--- config.mk ---
export PLATFORM = sky130hd
export DESIGN_NAME = warp_coalescer
export DESIGN_NICKNAME = d
export VERILOG_FILES = /design/src/rtl/coal_pkg.sv /design/src/rtl/coal_group.sv /design/src/rtl/coal_size_pick.sv /design/src/rtl/warp_coalescer.sv
export SDC_FILE = /design/constraint.sdc
export NUM_CORES = 2
export LEC_CHECK = 0
export BUFFER_PORTS_ARGS = -buffer_cell sky130_fd_sc_hd__buf_2
export CORE_AREA = 2 2 446 448
export DETAILED_ROUTE_END_ITERATION = 12
export DIE_AREA = 0 0 448 450
export PLACE_DENSITY = 0.71
export SLEW_MARGIN = 40
export SYNTH_ARGS = -nofsm -noshare
export SYNTH_HDL_FRONTEND = slang
export SYNTH_SLANG_ARGS = --single-unit
--- constraint.sdc ---
create_clock -name clk -period 158.4 [get_ports clk]
set_input_delay 7.92 -clock clk [delete_from_list [all_inputs] [get_ports clk]]
set_output_delay 7.92 -clock clk [all_outputs]
set_load 0.03 [all_outputs]
--- src/rtl/coal_pkg.sv ---
// Package: shared helpers for the warp coalescer.
// Assumes nothing beyond elaboration-time constant arguments.
package coal_pkg;

    // Width of a code field able to hold n distinct values, never below 1.
    function automatic int unsigned code_width(input int unsigned n);
        return (n <= 1) ? 1 : $clog2(n);
    endfunction

endpackage

--- src/rtl/coal_group.sv ---
// Module: coal_group
// Finds the lowest 128-byte segment touched by any still-pending lane, marks
// every pending lane in that segment, and reports the lowest start piece and
// the highest end piece (in minimum-transaction units) those lanes need.
// Assumes lane accesses are WORD_BYTES wide and do not cross a minimum piece.
module coal_group #(
    parameter int unsigned LANES      = 32,
    parameter int unsigned ADDR_W     = 32,
    parameter int unsigned WORD_BYTES = 4,
    parameter int unsigned SEG_LSB    = 7,
    parameter int unsigned MIN_LSB    = 5,
    localparam int unsigned SEG_W     = ADDR_W - SEG_LSB,
    localparam int unsigned PIECE_W   = SEG_LSB - MIN_LSB
) (
    input  logic [LANES*ADDR_W-1:0] addr,
    input  logic [LANES-1:0]        pending,
    output logic [LANES-1:0]        group,
    output logic [SEG_W-1:0]        seg_min,
    output logic [PIECE_W-1:0]      lo_piece,
    output logic [PIECE_W-1:0]      hi_piece
);

    logic [SEG_W-1:0]   seg_l [LANES];
    logic [PIECE_W-1:0] st_l  [LANES];
    logic [PIECE_W-1:0] en_l  [LANES];
    logic               found;

    // Per-lane slicing of segment, start piece and end piece.
    for (genvar i = 0; i < LANES; i++) begin : g_lane
        logic [SEG_LSB-1:0] last_byte;
        assign seg_l[i]   = addr[i*ADDR_W+SEG_LSB +: SEG_W];
        assign st_l[i]    = addr[i*ADDR_W+MIN_LSB +: PIECE_W];
        assign last_byte  = addr[i*ADDR_W +: SEG_LSB] + SEG_LSB'(WORD_BYTES - 1);
        assign en_l[i]    = last_byte[SEG_LSB-1:MIN_LSB];
        assign group[i]   = pending[i] && (seg_l[i] == seg_min);
    end

    // Minimum segment over all pending lanes.
    always_comb begin
        found   = 1'b0;
        seg_min = '0;
        for (int i = 0; i < LANES; i++) begin
            if (pending[i] && (!found || seg_l[i] < seg_min)) begin
                seg_min = seg_l[i];
                found   = 1'b1;
            end
        end
    end

    // Byte span of the selected group expressed as first and last piece.
    always_comb begin
        lo_piece = '1;
        hi_piece = '0;
        for (int i = 0; i < LANES; i++) begin
            if (group[i]) begin
                if (st_l[i] < lo_piece) lo_piece = st_l[i];
                if (en_l[i] > hi_piece) hi_piece = en_l[i];
            end
        end
    end

endmodule

--- src/rtl/coal_size_pick.sv ---
// Module: coal_size_pick
// Chooses the smallest power-of-two window (in minimum pieces) that holds both
// the first and the last piece of a group, and returns its code and the
// aligned starting piece. Code k means 2^k minimum pieces.
// Assumes lo_piece <= hi_piece whenever the result is used.
module coal_size_pick #(
    parameter int unsigned PIECE_W = 2,
    localparam int unsigned NSIZE  = PIECE_W + 1,
    localparam int unsigned SZ_W   = coal_pkg::code_width(NSIZE)
) (
    input  logic [PIECE_W-1:0] lo_piece,
    input  logic [PIECE_W-1:0] hi_piece,
    output logic [SZ_W-1:0]    code,
    output logic [PIECE_W-1:0] base_piece
);

    // Walk from the largest size down so the smallest fitting one wins.
    always_comb begin
        code       = SZ_W'(NSIZE - 1);
        base_piece = '0;
        for (int k = NSIZE - 1; k >= 0; k--) begin
            if ((lo_piece >> k) == (hi_piece >> k)) begin
                code       = SZ_W'(k);
                base_piece = (lo_piece >> k) << k;
            end
        end
    end

    // The chosen code never names a size beyond one whole segment.
    always_comb begin
        a_r4_code_in_range: assert (code <= SZ_W'(NSIZE - 1));
    end

endmodule

--- src/rtl/warp_coalescer.sv ---
// Module: warp_coalescer (top)
// Holds one warp request, then issues one aligned transaction per touched
// segment, lowest segment first, each sized to the smallest aligned window
// covering its lanes. Pulses done after the last one is accepted.
// Assumes word-aligned lane addresses that do not wrap the address space.
module warp_coalescer import coal_pkg::*; #(
    parameter int unsigned LANES         = 32,
    parameter int unsigned ADDR_W        = 32,
    parameter int unsigned WORD_BYTES    = 4,
    parameter int unsigned MIN_TXN_BYTES = 32,
    parameter int unsigned SEG_BYTES     = 128,
    localparam int unsigned SEG_LSB      = $clog2(SEG_BYTES),
    localparam int unsigned MIN_LSB      = $clog2(MIN_TXN_BYTES),
    localparam int unsigned PIECE_W      = SEG_LSB - MIN_LSB,
    localparam int unsigned SEG_W        = ADDR_W - SEG_LSB,
    localparam int unsigned NSIZE        = PIECE_W + 1,
    localparam int unsigned SZ_W         = code_width(NSIZE)
) (
    input  logic                    clk,
    input  logic                    rst_n,
    input  logic                    req_valid,
    output logic                    req_ready,
    input  logic [LANES*ADDR_W-1:0] req_addr,
    input  logic [LANES-1:0]        req_mask,
    output logic                    txn_valid,
    input  logic                    txn_ready,
    output logic [ADDR_W-1:0]       txn_base,
    output logic [SZ_W-1:0]         txn_size,
    output logic [LANES-1:0]        txn_lanes,
    output logic                    done
);

    logic [LANES*ADDR_W-1:0] addr_q;
    logic [LANES-1:0]        pending;
    logic                    busy;
    logic [LANES-1:0]        group;
    logic [SEG_W-1:0]        seg_min;
    logic [PIECE_W-1:0]      lo_piece, hi_piece, base_piece;
    logic [SZ_W-1:0]         code;
    logic                    accept, fire;
    logic [LANES-1:0]        remain;

    coal_group #(
        .LANES(LANES), .ADDR_W(ADDR_W), .WORD_BYTES(WORD_BYTES),
        .SEG_LSB(SEG_LSB), .MIN_LSB(MIN_LSB)
    ) u_group (
        .addr(addr_q), .pending(pending), .group(group),
        .seg_min(seg_min), .lo_piece(lo_piece), .hi_piece(hi_piece)
    );

    coal_size_pick #(.PIECE_W(PIECE_W)) u_pick (
        .lo_piece(lo_piece), .hi_piece(hi_piece),
        .code(code), .base_piece(base_piece)
    );

    assign accept    = req_valid && req_ready;
    assign fire      = txn_valid && txn_ready;
    assign remain    = pending & ~group;
    assign req_ready = !busy;
    assign txn_valid = busy;
    assign txn_lanes = group;
    assign txn_size  = code;
    assign txn_base  = {seg_min, base_piece, MIN_LSB'(0)};

    // Capture lane addresses when a request is taken.
    always_ff @(posedge clk) begin
        if (accept) addr_q <= req_addr;
    end

    // Request state: pending lanes, busy flag and the done pulse.
    always_ff @(posedge clk) begin
        if (!rst_n) begin
            pending <= '0;
            busy    <= 1'b0;
            done    <= 1'b0;
        end else begin
            done <= 1'b0;
            if (accept) begin
                pending <= req_mask;
                busy    <= |req_mask;
                done    <= ~|req_mask;
            end else if (fire) begin
                pending <= remain;
                if (remain == '0) begin
                    busy <= 1'b0;
                    done <= 1'b1;
                end
            end
        end
    end

    // ---------------- assertions ----------------
    logic [ADDR_W-1:0] last_base;
    logic              have_last;

    // Remembers the previous issued base inside the current request.
    always_ff @(posedge clk) begin
        if (!rst_n) begin
            have_last <= 1'b0;
            last_base <= '0;
        end else if (accept) begin
            have_last <= 1'b0;
        end else if (fire) begin
            have_last <= 1'b1;
            last_base <= txn_base;
        end
    end

    a_r5_base_aligned: assert property (@(posedge clk) disable iff (!rst_n)
        txn_valid |-> ((txn_base & ((ADDR_W'(MIN_TXN_BYTES) << txn_size) - 1)) == '0));

    a_r7_ascending: assert property (@(posedge clk) disable iff (!rst_n)
        (fire && have_last) |-> (txn_base > last_base));

    a_r8_hold: assert property (@(posedge clk) disable iff (!rst_n)
        (txn_valid && !txn_ready) |=> (txn_valid && $stable(txn_base)
                                       && $stable(txn_size) && $stable(txn_lanes)));

    a_r9_no_accept_busy: assert property (@(posedge clk) disable iff (!rst_n)
        txn_valid |-> !req_ready);

    a_r9_done_after_last: assert property (@(posedge clk) disable iff (!rst_n)
        (fire && remain == '0) |=> (done && !txn_valid));

    a_r6_lanes_active: assert property (@(posedge clk) disable iff (!rst_n)
        txn_valid |-> (txn_lanes != '0 && (txn_lanes & ~pending) == '0));

    // Every served lane lies wholly inside the issued window.
    always @(posedge clk) begin
        if (rst_n && txn_valid) begin
            for (int i = 0; i < LANES; i++) begin
                if (txn_lanes[i]) begin
                    a_r5_lane_inside: assert (
                        addr_q[i*ADDR_W +: ADDR_W] >= txn_base &&
                        addr_q[i*ADDR_W +: ADDR_W] + ADDR_W'(WORD_BYTES)
                            <= txn_base + (ADDR_W'(MIN_TXN_BYTES) << txn_size));
                end
            end
        end
    end

endmodule

; ---- Word-level counts from Yosys, hierarchy flattened
; Cells that the tools add are included.
[classes]
div_mod_pow = 0
bitwise_logic = 2
mux = 203
addsub = 32
order_cmp = 95
n_shift = 0
n_eq_ne = 34
mul = 0
reduce_logical = 134
[op_table]
columns = operator, n
row1 = $eq 25x25->1, 32
row2 = $mux 25, 32
row3 = $lt 25x25->1, 31
row4 = $mux 2, 132
row5 = $add 7x2->7 const B, 32
row6 = $logic_and 1x1->1, 65
row7 = $mux 32, 2
row8 = $gt 2x2->1, 31
row9 = $lt 2x2->1, 31
row10 = $mux 1, 37
row11 = $logic_not 1->1, 33
row12 = $and 32x32->32, 1
row13 = $logic_not 32->1, 1
row14 = $not 32->32, 1
row15 = $reduce_or 32->1, 1
row16 = $logic_or 1x1->1, 31
row17 = $reduce_bool 2->1, 2
row18 = $eq 2x2->1, 1
row19 = $gt 2x1->1 const B, 1
row20 = $lt 2x2->1 const B, 1
row21 = $reduce_and 2->1, 1
row22 = $eq 1x1->1, 1
[totals]
ram_bits = 0
rom_bits = 0
wordCells = 504
mem_count = 0
inputBits = 1060
register_bits = 1058
latchBits = 0

; ---- Logic depth before layout (Yosys ltp)
[depth]
ltp_word = 224
depth_mapped = 755
depth_no_buf = 681

; ---- By module
; A second synthesis with hierarchy kept.
[unflattened]
cells_unflattened = 9046
area_unflattened_um2 = 84812.6
[by_module_without_submodules]
columns = mod, cells_each, seq_area_each_um2, area_each_um2, instances
row1 = coal_group, 7773, 0.0, 52193.8, 1
row2 = warp_coalescer, 1267, 31430.1, 32582.5, 1
row3 = coal_size_pick, 6, 0.0, 36.3, 1

; ---- Least setup slack after synthesis
; No wires, ideal clock.
[synth_path]
kind = flip-flop to output port
start = reg pending[0]
end = out txn_base[5]
stages_incl_launch_ff = 662
t_arrival_ps = 114156
path_buffers = 78
path_slack_ps = 36324
cell_sequence = dfxtp_1 -> buf_2 -> clkbuf_1 -> buf_1 -> nand2_1 -> ha_1 -> a21oi_1 -> o21ai_0 -> a221oi_1 -> o21ai_0 -> a211oi_1 -> clkbuf_1 -> clkbuf_1 -> clkbuf_1 -> nand2_1 -> o21ai_0 -> inv_1 -> ha_1 -> (+626 left out) -> o21ai_1 -> ha_1 -> inv_1 -> a21oi_1 -> a21oi_1 -> and3_1 -> and2_1 -> nor2_1 -> ha_1 -> a211oi_1 -> nand2b_1 -> o31ai_1 -> ha_1 -> a211oi_1 -> nor2_1 -> a21oi_1 -> nand2_1 -> nor3_1
[synth_via]
elab_chain_cells = 223
elab_cells_between_ends = 441
cone_classes = order compare: 93 / eq/ne: 33 / mux: 190 / reduce/logical: 125
[synth_rtl]
columns = item, line_no
row1 = start: declaration, warp_coalescer.sv:34  ; logic [LANES-1:0] pending;
row2 = start signal: assignment, warp_coalescer.sv:79  ; pending <= req_mask;
row3 = start signal: assignment, warp_coalescer.sv:83  ; pending <= remain;
row4 = $mux 25 or $mux 1 (tied branches), coal_group.sv:43  ; if (pending[i] && (!found || seg_l[i] < seg_min)) begin
row5 = $lt 25x25->1 or $logic_not 1->1 (tied branches), coal_group.sv:43
row6 = $logic_or 1x1->1, coal_group.sv:43
row7 = $logic_and 1x1->1, coal_group.sv:43
row8 = $mux 25 or $mux 1 (tied branches), coal_group.sv:43
row9 = $lt 25x25->1 or $logic_not 1->1 (tied branches), coal_group.sv:43
row10 = $logic_or 1x1->1, coal_group.sv:43
row11 = $logic_and 1x1->1, coal_group.sv:43
row12 = (+119 left out), -
row13 = via txn_lanes[0], warp_coalescer.sv:29  ; output logic [LANES-1:0] txn_lanes,
row14 = (+88 left out), -
row15 = $lt 2x2->1 or $gt 2x2->1 (tied branches), "coal_group.sv:56, coal_group.sv:57"
row16 = $mux 2 (on tied branches), "coal_group.sv:56, coal_group.sv:57"
row17 = $mux 2, coal_group.sv:55  ; if (group[i]) begin
row18 = $lt 2x2->1 or $gt 2x2->1 (tied branches), "coal_group.sv:56, coal_group.sv:57"
row19 = $mux 2 (on tied branches), "coal_group.sv:56, coal_group.sv:57"
row20 = $mux 2, coal_group.sv:55
row21 = $eq 2x2->1, coal_size_pick.sv:22  ; if ((lo_piece >> k) == (hi_piece >> k)) begin
row22 = $mux 2 (*), coal_size_pick.sv:22
row23 = end: declaration, warp_coalescer.sv:27  ; output logic [ADDR_W-1:0] txn_base,
; The timed path passes the listed nets; every way through them passes the cells marked *.

; ---- Final worst setup path
[layout_path]
start = reg pending[0]
end = out txn_base[5]
[layout_via]
elab_chain_cells = 223
elab_cells_between_ends = 441
cone_classes = order compare: 93 / eq/ne: 33 / mux: 190 / reduce/logical: 125
[layout_rtl]
columns = item, line_no
row1 = $mux 25 or $mux 1 (tied branches), coal_group.sv:43
row2 = $lt 25x25->1 or $logic_not 1->1 (tied branches), coal_group.sv:43
row3 = $logic_or 1x1->1, coal_group.sv:43
row4 = $logic_and 1x1->1, coal_group.sv:43
row5 = $mux 25 or $mux 1 (tied branches), coal_group.sv:43
row6 = $lt 25x25->1 or $logic_not 1->1 (tied branches), coal_group.sv:43
row7 = $logic_or 1x1->1, coal_group.sv:43
row8 = $logic_and 1x1->1, coal_group.sv:43
row9 = (+207 left out), -
row10 = $lt 2x2->1 or $gt 2x2->1 (tied branches), "coal_group.sv:56, coal_group.sv:57"
row11 = $mux 2 (on tied branches), "coal_group.sv:56, coal_group.sv:57"
row12 = $mux 2, coal_group.sv:55
row13 = $lt 2x2->1 or $gt 2x2->1 (tied branches), "coal_group.sv:56, coal_group.sv:57"
row14 = $mux 2 (on tied branches), "coal_group.sv:56, coal_group.sv:57"
row15 = $mux 2, coal_group.sv:55
row16 = $eq 2x2->1, coal_size_pick.sv:22
row17 = $mux 2 (*), coal_size_pick.sv:22
; Every way passes the cells marked *; elsewhere a longest branch is shown, timed or not.

==> results.md <==
- Worst-Skew Late Latency: a little under 0.9 ns
- Clock root cell: clkbuf_16
- Syn Area/Cell: ~9.4 µm²
- Placed insts: about 12,000
- Hold-fix buffers, CTS: 0
- DR DRC count: 0
- Worst Hold Class: register to register
- Drt wl/cell: between 30 and 40 µm
- Vias after detailed routing: approximately 80,000
- Layout cells sized above 1: between 15 and 20%
- Top cell type's share of synthesized area: 37.0%
- Area leader, netlist: edfxtp_1
- Final Cycle Share: roughly 88%
- Die Width: approximately 450 µm
- Clock sinks: about 1,100
- Min Tclk post-route: roughly 140 ns
- CP startpoint kind: register
- Overflow after GRT: 0
- Cells after synthesis: 8,792
- Hold Violations, Final: 0
- Finished Layout Cells: between 10,000 and 15,000
- Initial antenna violation count: 44
- CTS tree: yes
- Resized Gates After CTS: 0
- Port bufs: between 1,000 and 1,500
- Global-route wire length before repair: between 500,000 and 600,000 µm
- H-tree depth: 3
- DRT Wirelength: between 400,000 and 500,000 µm
- Number of global-route vias before repair: 74,799
- Final clock skew: around 0.090 ns
- Pre-antenna DRT Iters: 9
- GPL Wtd Cong: 1.06
- Setup ws final: 19.64 ns
- Most Frequent Cell on Critical Path: a21oi_1
- Status: completed
- Dpl hpwl: ~360,000 µm
- Final Max Slew Viols: 0
- Synth cell count leaders: edfxtp_1, ha_1, a21oi_1, xnor2_1, inv_1
- Setup Buffers After CTS: 0
- Max Clock Freq: between 7 and 8 MHz
- FP Rows: 163
- Setup TNS Final: 0 ns
- GR Util All Layers: between 40% and 50%
- Seq/Total Area, Yosys: 37.9%
- Commonest register cell after synthesis: edfxtp_1
- Core area: 197,000 µm²
- Synthesized flop and latch total: 1,058
- Clock buffer count from CTS: 110
- Largest net degree at the start of global routing: between 100 and 150
- Clock transition at path regs: roughly 0.090 ns
- Synth-to-layout area growth: 15.3%
- Area of the die: around 200,000 µm²
- Slew Limit Headroom: ~34%
- RSZ-0062 raised after global routing: false
- Max-Cap Viols: 0
- Final setup fails: 0
- DP Worst Slack: 23.64 ns
- Worst Max-Slew Pin Slew: between 0.9 and 1 ns
- Post-synth design cell area: around 83,000 µm²
- Critical path required time: 150.48 ns
- Most frequent cell after synthesis: edfxtp_1
- CP max FO: 51
- Net count, final: 11,769
- EDFF count, synth: approximately 1,000
- Post-synth cell types: approximately 130
- IO Count: ~1,100
- CP max stage delay: a little over 0.8 ns
- Vias per cell: ~6.3
- Initial core utilization: approximately 42%
- Fill cells: between 15,000 and 20,000
- Largest cells by area after synthesis: edfxtp_1, ha_1, xnor2_1, a21oi_1, inv_1
- Remaining antenna violation count after routing: 0
- Async set-reset flop share out of synthesis: 0%
- Number of synthesis warnings: 0
- Clk buf depth: 3
- DIE HEIGHT: between 400 and 500 µm
- Crit path max-delay cell type: o21ai_0
- Crit Path Category: register to output port
- Initial DRC count: between 10,000 and 15,000
- Critical path arrival: ~130 ns
- Endpoint class of the critical path: output port
[layer usage]
metal	global-route usage, %	share of wire (%)	vias to the layer above	wire length [µm]
li1	-	-	34484	-
met1	54.1	39	38747	170000
met2	61.2	42	5326	184000
met3	12.3	12	1263	51300
met4	27.4	7.9	32	34800
met5	0	0.050	-	218
[worst paths after layout]
path | start | end | slack, ns | depth (start not counted)
min | pending[9] | pending[9] | 0.55 | 2
max | pending[0] | txn_base[5] | 19.64 | 630
min reg2reg | pending[9] | pending[9] | 0.55 | 2
max reg2reg | pending[0] | done | 57.06 | 469
[through the flow]
| step | area [µm²] | utilization (%) | hold WS, ns |
|---|---|---|---|
| floorplan | 83000 | - | 0.481 |
| global placement | 91800 | 46.7 | 0.547 |
| detailed placement | 91900 | 46.7 | 0.533 |
| CTS | 95600 | 48.6 | 0.542 |
| global route | 95700 | 48.7 | 0.571 |
| finish | 95700 | 48.7 | 0.553 |
[area by class of cell]
class                           instances  area, µm²  share of cell area (%)
Antenna cell                           26       65.1                  0.0680
Inverter                              730       2760                    2.88
Timing Repair Buffer                 1271       6800                    7.11
Tap cell                             2640       3300                    3.45
Clock inverter                         80        911                   0.952
Sequential cell                      1058      31400                    32.8
Multi-Input combinational cell       6688      47600                    49.8
Clock buffer                          121       2790                    2.92
[cells in the final DEF, fill, tap and decap left out, types with 92 or more instances in the layout]
cell and count:
buf_2 1123, a21oi_1 756, nand4_1 226, edfxtp_1 1024
ha_1 850, and3_1 127, nand3_1 209, nand2_1 620
xor2_1 127, xnor2_1 693, nor3_1 145, mux2i_1 92
buf_4 136, inv_1 690, o21ai_0 488, nor2_1 564
nand2b_1 94, nor4_1 162, nor2b_1 105, clkbuf_16 110
a21o_1 166
[worst max-delay path: cells and delay by family (launching register included)]
kind / cells / cell delay (ns)
AOI/OAI and AO/OA: 303 / 63.64
adders and majority gates: 62 / 16.92
and+or+nand+nor: 195 / 33.13
buffers and inverters: 58 / 11.28
muxes: 12 / 3.78
DFF: 1 / 0.54
[registers in the layout (all words and copies together), names as in the netlist]
signal / flops
pending: 32
done: 1
txn_valid: 1
addr_q: 1024
[cell families after synthesis]
group	count (synthesis)	synth area share, %
compound gates	2212	17.1
xor+xnor	820	8.65
fa+ha+maj	856	12.9
buf+inv	1050	5.07
flops	1058	37.9
mux	189	2.47
other cells	1	0.00452
simple gates	2606	15.9
Power is left out: the tool's default activity adds up to more than one toggle a clock period on the data nets, which glitch-free logic cannot reach.
